[src/rtl/hpx_pkg.sv]
package hpx_pkg;

  typedef enum logic [2:0] {
    WIN_NONE = 3'd0,
    WIN_IO   = 3'd1,
    WIN_SMEM = 3'd2,
    WIN_DMEM = 3'd3,
    WIN_IACK = 3'd4,
    WIN_CONF = 3'd5,
    WIN_HAE  = 3'd6
  } win_e;

  typedef enum logic [1:0] {
    SZ_BYTE = 2'b00,
    SZ_WORD = 2'b01,
    SZ_RSVD = 2'b10,
    SZ_LONG = 2'b11
  } xsz_e;

  function automatic logic [2:0] sz_bytes(xsz_e s);
    case (s)
      SZ_BYTE: return 3'd1;
      SZ_WORD: return 3'd2;
      SZ_LONG: return 3'd4;
      default: return 3'd0;
    endcase
  endfunction

  // legal size and all bytes inside one longword
  function automatic logic lane_fits(xsz_e s, logic [1:0] lane);
    return (s != SZ_RSVD) && (({1'b0, lane} + sz_bytes(s)) <= 3'd4);
  endfunction

  function automatic logic [3:0] lane_be(xsz_e s, logic [1:0] lane);
    logic [3:0] m;
    case (s)
      SZ_BYTE: m = 4'b0001;
      SZ_WORD: m = 4'b0011;
      SZ_LONG: m = 4'b1111;
      default: m = 4'b0000;
    endcase
    return m << lane;
  endfunction

  function automatic logic [31:0] size_mask(xsz_e s);
    case (s)
      SZ_BYTE: return 32'h0000_00FF;
      SZ_WORD: return 32'h0000_FFFF;
      SZ_LONG: return 32'hFFFF_FFFF;
      default: return 32'h0000_0000;
    endcase
  endfunction

  function automatic logic [31:0] lane_place(logic [31:0] d, xsz_e s, logic [1:0] lane);
    return (d & size_mask(s)) << {lane, 3'b000};
  endfunction

  function automatic logic [31:0] lane_pick(logic [31:0] d, xsz_e s, logic [1:0] lane);
    return (d >> {lane, 3'b000}) & size_mask(s);
  endfunction

endpackage

[src/rtl/hpx_win_decode.sv]
module hpx_win_decode
  import hpx_pkg::*;
(
  input  logic [4:0] sel,
  output win_e       win,
  output logic       miss
);
  always_comb begin
    win  = WIN_NONE;
    miss = 1'b0;
    case (sel[4:3])
      2'b11: win = WIN_DMEM;
      2'b10: win = WIN_SMEM;
      2'b01: begin
        if (sel[2]) begin
          case (sel[1:0])
            2'b00:   win = WIN_HAE;
            2'b01:   win = WIN_IACK;
            2'b10:   win = WIN_IO;
            default: win = WIN_CONF;
          endcase
        end else begin
          miss = 1'b1;
        end
      end
      default: miss = 1'b1;
    endcase
  end
endmodule

[src/rtl/hpx_hae_reg.sv]
module hpx_hae_reg #(
  parameter int PW = 32,
  parameter int SH = 5
) (
  input  logic          clk,
  input  logic          rst_n,
  input  logic          wr_en,
  input  logic [31:0]   wdata,
  output logic [PW-1:0] hae_q
);
  localparam logic [PW-1:0] KEEP = {{SH{1'b1}}, {(PW-SH){1'b0}}};

  always_ff @(posedge clk or negedge rst_n) begin
    if (!rst_n)     hae_q <= '0;
    else if (wr_en) hae_q <= PW'(wdata) & KEEP;
  end
endmodule

[src/rtl/hpx_fmt.sv]
module hpx_fmt
  import hpx_pkg::*;
#(
  parameter int PW   = 32,
  parameter int SH   = 5,
  parameter int IO_W = 24
) (
  input  win_e          win,
  input  logic [PW-1:0] addr,
  input  logic [1:0]    dsize,
  input  logic          wr,
  input  logic [31:0]   wdata,
  input  logic [PW-1:0] hae,
  output logic [PW-1:0] paddr,
  output logic [3:0]    be,
  output logic [31:0]   wlane,
  output logic [1:0]    lane,
  output xsz_e          size,
  output logic          bad
);
  always_comb begin
    paddr = '0;
    lane  = addr[SH+1:SH];
    size  = xsz_e'(addr[SH-1:SH-2]);
    bad   = 1'b0;
    case (win)
      WIN_SMEM: begin
        paddr = hae | PW'(addr[PW-1:SH]);
        bad   = !lane_fits(size, lane);
      end
      WIN_IO, WIN_IACK, WIN_CONF: begin
        paddr = PW'(addr[IO_W+SH-1:SH]);
        bad   = !lane_fits(size, lane);
      end
      WIN_DMEM: begin
        paddr = addr;
        lane  = 2'd0;
        size  = SZ_LONG;
        bad   = (dsize != 2'd2) || (addr[1:0] != 2'b00);
      end
      default: begin
        lane = 2'd0;
        size = SZ_BYTE;
      end
    endcase
    be    = lane_be(size, lane);
    wlane = wr ? lane_place(wdata, size, lane) : 32'h0;
  end
endmodule

[src/rtl/hpx_rd_align.sv]
module hpx_rd_align
  import hpx_pkg::*;
(
  input  logic [31:0] raw,
  input  logic [1:0]  lane,
  input  xsz_e        size,
  output logic [31:0] data
);
  assign data = lane_pick(raw, size, lane);
endmodule

[src/rtl/hpx_xlate.sv]
module hpx_xlate
  import hpx_pkg::*;
#(
  parameter int HA_W = 34,
  parameter int PW   = 32,
  parameter int SH   = 5,
  parameter int IO_W = 24
) (
  input  logic            clk,
  input  logic            rst_n,
  input  logic            req_valid,
  input  logic            req_write,
  input  logic [HA_W-1:0] req_addr,
  input  logic [1:0]      req_dsize,
  input  logic [31:0]     req_wdata,
  input  logic [31:0]     bus_rdata,
  output logic            pci_valid,
  output logic            pci_err,
  output logic [2:0]      pci_cmd,
  output logic [PW-1:0]   pci_addr,
  output logic [3:0]      pci_be,
  output logic [31:0]     pci_wdata,
  output logic [31:0]     host_rdata
);
  localparam int SEL_W = HA_W - PW + 3;

  win_e          win;
  logic          win_miss;
  logic          hae_wr;
  logic [PW-1:0] hae_q;
  logic [PW-1:0] f_addr;
  logic [3:0]    f_be;
  logic [31:0]   f_wd;
  logic [1:0]    f_lane;
  xsz_e          f_size;
  logic          f_bad;
  logic          acc_ok;
  logic          rej;

  win_e          r_cmd;
  logic [1:0]    r_lane;
  xsz_e          r_size;

  hpx_win_decode u_dec (
    .sel  (req_addr[HA_W-1:HA_W-SEL_W]),
    .win  (win),
    .miss (win_miss)
  );

  assign hae_wr = req_valid && req_write && (win == WIN_HAE);

  hpx_hae_reg #(.PW(PW), .SH(SH)) u_hae (
    .clk   (clk),
    .rst_n (rst_n),
    .wr_en (hae_wr),
    .wdata (req_wdata),
    .hae_q (hae_q)
  );

  hpx_fmt #(.PW(PW), .SH(SH), .IO_W(IO_W)) u_fmt (
    .win   (win),
    .addr  (req_addr[PW-1:0]),
    .dsize (req_dsize),
    .wr    (req_write),
    .wdata (req_wdata),
    .hae   (hae_q),
    .paddr (f_addr),
    .be    (f_be),
    .wlane (f_wd),
    .lane  (f_lane),
    .size  (f_size),
    .bad   (f_bad)
  );

  assign acc_ok = req_valid && !win_miss && (win != WIN_HAE) && !f_bad;
  assign rej    = req_valid && (win_miss || ((win != WIN_HAE) && f_bad));

  always_ff @(posedge clk or negedge rst_n) begin
    if (!rst_n) begin
      pci_valid <= 1'b0;
      pci_err   <= 1'b0;
      r_cmd     <= WIN_NONE;
      pci_addr  <= '0;
      pci_be    <= '0;
      pci_wdata <= '0;
      r_lane    <= '0;
      r_size    <= SZ_BYTE;
    end else begin
      pci_valid <= acc_ok;
      pci_err   <= rej;
      r_cmd     <= acc_ok ? win : WIN_NONE;
      pci_addr  <= f_addr;
      pci_be    <= f_be;
      pci_wdata <= f_wd;
      r_lane    <= f_lane;
      r_size    <= f_size;
    end
  end

  assign pci_cmd = r_cmd;

  hpx_rd_align u_rd (
    .raw  (bus_rdata),
    .lane (r_lane),
    .size (r_size),
    .data (host_rdata)
  );
endmodule

[config.mk]
export PLATFORM = sky130hd
export DESIGN_NAME = hpx_xlate
export DESIGN_NICKNAME = d
export VERILOG_FILES = /design/src/rtl/hpx_pkg.sv /design/src/rtl/hpx_win_decode.sv /design/src/rtl/hpx_hae_reg.sv /design/src/rtl/hpx_fmt.sv /design/src/rtl/hpx_rd_align.sv /design/src/rtl/hpx_xlate.sv
export SDC_FILE = /design/constraint.sdc
export NUM_CORES = 1
export LEC_CHECK = 0
export CAP_MARGIN = 20
export CORE_AREA = 2 2 101 103
export DETAILED_ROUTE_END_ITERATION = 10
export DIE_AREA = 0 0 103 105
export PLACE_DENSITY = 0.89
export RECOVER_POWER = 100
export SLEW_MARGIN = 20
export SYNTH_ARGS = -nofsm -noshare
export SYNTH_HDL_FRONTEND = slang
export SYNTH_SLANG_ARGS = --single-unit
[constraint.sdc]
create_clock -name clk -period 3.22 [get_ports clk]
set_input_delay 0.322 -clock clk [delete_from_list [all_inputs] [get_ports clk]]
set_output_delay 0.322 -clock clk [all_outputs]
set_load 0.05 [all_outputs]
==> flow_summary.toml <==
[sta]
period_share_pct = 96.3
fin_crit_ns = 3.10
tightest_slew_ns = 1.97
relSlewSlack_pct = -31.4
maxSlewViolCount = 83
max_freq_mhz = 322
finalSetupViolCount = 0
hold_violations = 0
rsz0062_at_grt = "false"
fin_skew_ns = 0.00781
fin_tns_setup_ns = 0

[floorplanning]
die_h_um = 105
die_w_um = 103
rows = 36
start_util_pct = 42.7
die-area_um2 = 10800
num_io_pins = 209
core_area_um2 = 9640

[flow_run]
cap_violations = 1

[run_status]
outcome = "complete, but fails checks"
violations = "capacitance limit, slew limit"

[placement]
dp_hpwl_um = 10600
gp_congestion = 0.873
io_buffers = 208
dp.cells = 736

[yosys]
synth_simple_gate_area_share_pct = 20.5
synth_area_per_cell_um2 = 9.90
yosys.area_share.adder_pct = 0.790
synth_cells = 416
muxShareOfSynthArea_pct = 9.15
synth_area_um2 = 4120
synth_nets = 522
yosysUniqueCellTypes = 40
ys_ff_latch = 82
synth_compound_area_share_pct = 15.7
synth.area.top_cells = "dfrtp_1, mux2i_1, nand2_1"
synthArstFlopShare_pct = 100
synth_top_area_cell = "dfrtp_1"
ys_warn_count = 0
synth-edff-count = 0
synth_ff_type = "dfrtp_1"
synth_top_cell_area_share_pct = 49.8
synth_top_family_by_area = "simple AND/OR/NAND/NOR gates"
seq_area_frac_synth_pct = 49.8
synth-xor-area-share_pct = 0

[grt]
antenna_found_initial = 0
grt_pass1_vias = 3986
grt_use_total_pct = 25.0
grt_pass1_wl_um = 20800
grt_overflow = 0
grtUsageMet3_pct = 4.48
grt_use_met2_pct = 43.8
grt_start_max_net_pins = 83
top_usage_layer = "met2"
use_met1_pct = 28.2

[setup_path]
arrival_ns = 2.78
end_kind = "primary output"
critical_path_required_ns = 2.90
cp_max_fo = 10
worst_r2r_path_depth = 1
critPathKind = "flop to primary output"
start_kind = "flop"

[finish]
fill_cells = 751
nets = 720
final_cell_mix = "clkdlybuf4s50_1, dlygate4sd3_1, dfrtp_1"
layoutNonFillerInstCount = 752
diodes = 0
drive_gt1_share_pct = 5.17
final_common_cell = "clkdlybuf4s50_1"
area_delta_synth_final_pct = 56.6

[power_and_ir_drop]
p_leak_nw = 2.94
ir_drop_uv = 262
power_density_nw_per_um2 = 438

[clock_tree]
cts_resized = 0
cts-buffers-inserted = 9
clkLatencyLatePin_ns = 0.35
cts_tree = "yes"
clockRootBuffer = "clkbuf_8"
cts.sinks = 82
htreeDepth = 3
cts_buffer_depth = 2
ctsHoldBuffers = 0
cts.clk_slew.worst_paths_ns = 0.08
post_cts_buffers = 0

[routing]
finalWirelength_um = 13600
post_drt_wl_per_cell_um = 18.1
drc = 0
dr.pass1.iters = 5
drtIter0Drc = 288
via_per_inst = 5.31
vias = 3993
ant_nets = 0

[min_path]
hp-class = "input port to flop"
holdPathStages = 3
==> logic make-up (layout without fill, tap and decap cells) <==
group / count (synthesis) / after routing
flip-flops: 82 / 82
AO/OA/AOI/OAI: 89 / 89
buffers and inverters: 35 / 238
AND/OR/NAND/NOR: 171 / 171
multiplexers: 37 / 37
adder cells (fa/ha/maj): 2 / 2
==> cells in the mapped netlist (all sizes together), types with 2 or more instances <==
| cell | number |
|---|---|
| a211oi | 16 |
| a21boi | 2 |
| a21o | 3 |
| a21oi | 12 |
| a22oi | 8 |
| a32oi | 8 |
| and2 | 26 |
| buf | 15 |
| clkbuf | 16 |
| dfrtp | 82 |
| inv | 4 |
| mux2 | 5 |
| mux2i | 32 |
| nand2 | 58 |
| nand2b | 5 |
| nand3 | 24 |
| nand3b | 5 |
| nor2 | 28 |
| nor2b | 19 |
| nor4 | 2 |
| o21a | 7 |
| o21ai | 20 |
| o22ai | 2 |
| o2bb2ai | 8 |
==> per-stage QoR <==
| stage | util [%] | hold WS [ns] | cell area (um^2) | total power [mW] | setup WS [ns] |
|---|---|---|---|---|---|
| 3_3_place_gp | 65.2 | 0.494 | 6280 | 2.12 | 0.550 |
| 2_1_floorplan | - | 0.0264 | 4120 | 1.71 | 0.745 |
| 4_1_cts | 67.2 | 0.163 | 6480 | 2.88 | 0.174 |
| 5_1_grt | 66.9 | 0.498 | 6450 | 2.93 | 0.0318 |
| 3_5_place_dp | 65.2 | 0.501 | 6280 | 2.13 | 0.384 |
| 6_report | 66.9 | 0.493 | 6450 | 2.82 | 0.118 |
==> per-layer routing <==
| layer | up-vias | wire length (um) |
|---|---|---|
| met1 | 1918 | 5010 |
| met5 | - | 0 |
| met3 | 40 | 1070 |
| met4 | 0 | 572 |
| met2 | 192 | 6970 |
| li1 | 1843 | - |
==> report_power, final <==
part	leakage [nW]	total (mW)	switching (mW)	internal, mW
clock	0.0966	0.745	0.365	0.380
sequential	1.07	1.13	0.0259	1.10
combinational	1.77	0.947	0.609	0.338
total	2.94	2.82	1.00	1.82
==> state kept, by name, summed over array words and instances (netlist names) <==
| register | count |
|---|---|
| pci_wdata | 32 |
| pci_err | 1 |
| pci_cmd | 3 |
| pci_addr | 32 |
| pci_valid | 1 |
| r_lane | 2 |
| u_hae.hae_q | 5 |
| pci_be | 4 |
| r_size | 2 |
==> critical path, stage by stage, from the launching register on <==
cell and delay (ns):
dfrtp_1 0.51, nand3b_1 0.34, nor2_1 0.51, and2_1 0.19, dlygate4sd3_1 0.87
==> final timing paths <==
path / from / to / slack (ns)
setup / recovery: r_size[0]$_DFF_PN0_ / host_rdata[31] / 0.12
hold / removal: req_addr[2] / pci_addr[2]$_DFF_PN0_ / 0.49
setup reg to reg: u_hae.hae_q[27]$_DFFE_PN0P_ / u_hae.hae_q[27]$_DFFE_PN0P_ / 2.42
hold reg to reg: u_hae.hae_q[29]$_DFFE_PN0P_ / u_hae.hae_q[29]$_DFFE_PN0P_ / 0.51
max in group asynchronous: rst_n / pci_addr[7]$_DFF_PN0_ / 1.53
min in group asynchronous: rst_n / pci_valid$_DFF_PN0_ / 0.50
==> final cells by class <==
type                       instances  area [um^2]  share of cell area, %
timing repair buffer             218         2130                   33.1
sequential                        82         2050                   31.8
inverter                           4         15.0                  0.233
tap                              133          166                   2.58
clock inverter                     4         51.3                  0.796
clock buffer                      12          145                   2.25
multi-input combinational        299         1880                   29.2
Power figures use the tool's default switching activity.
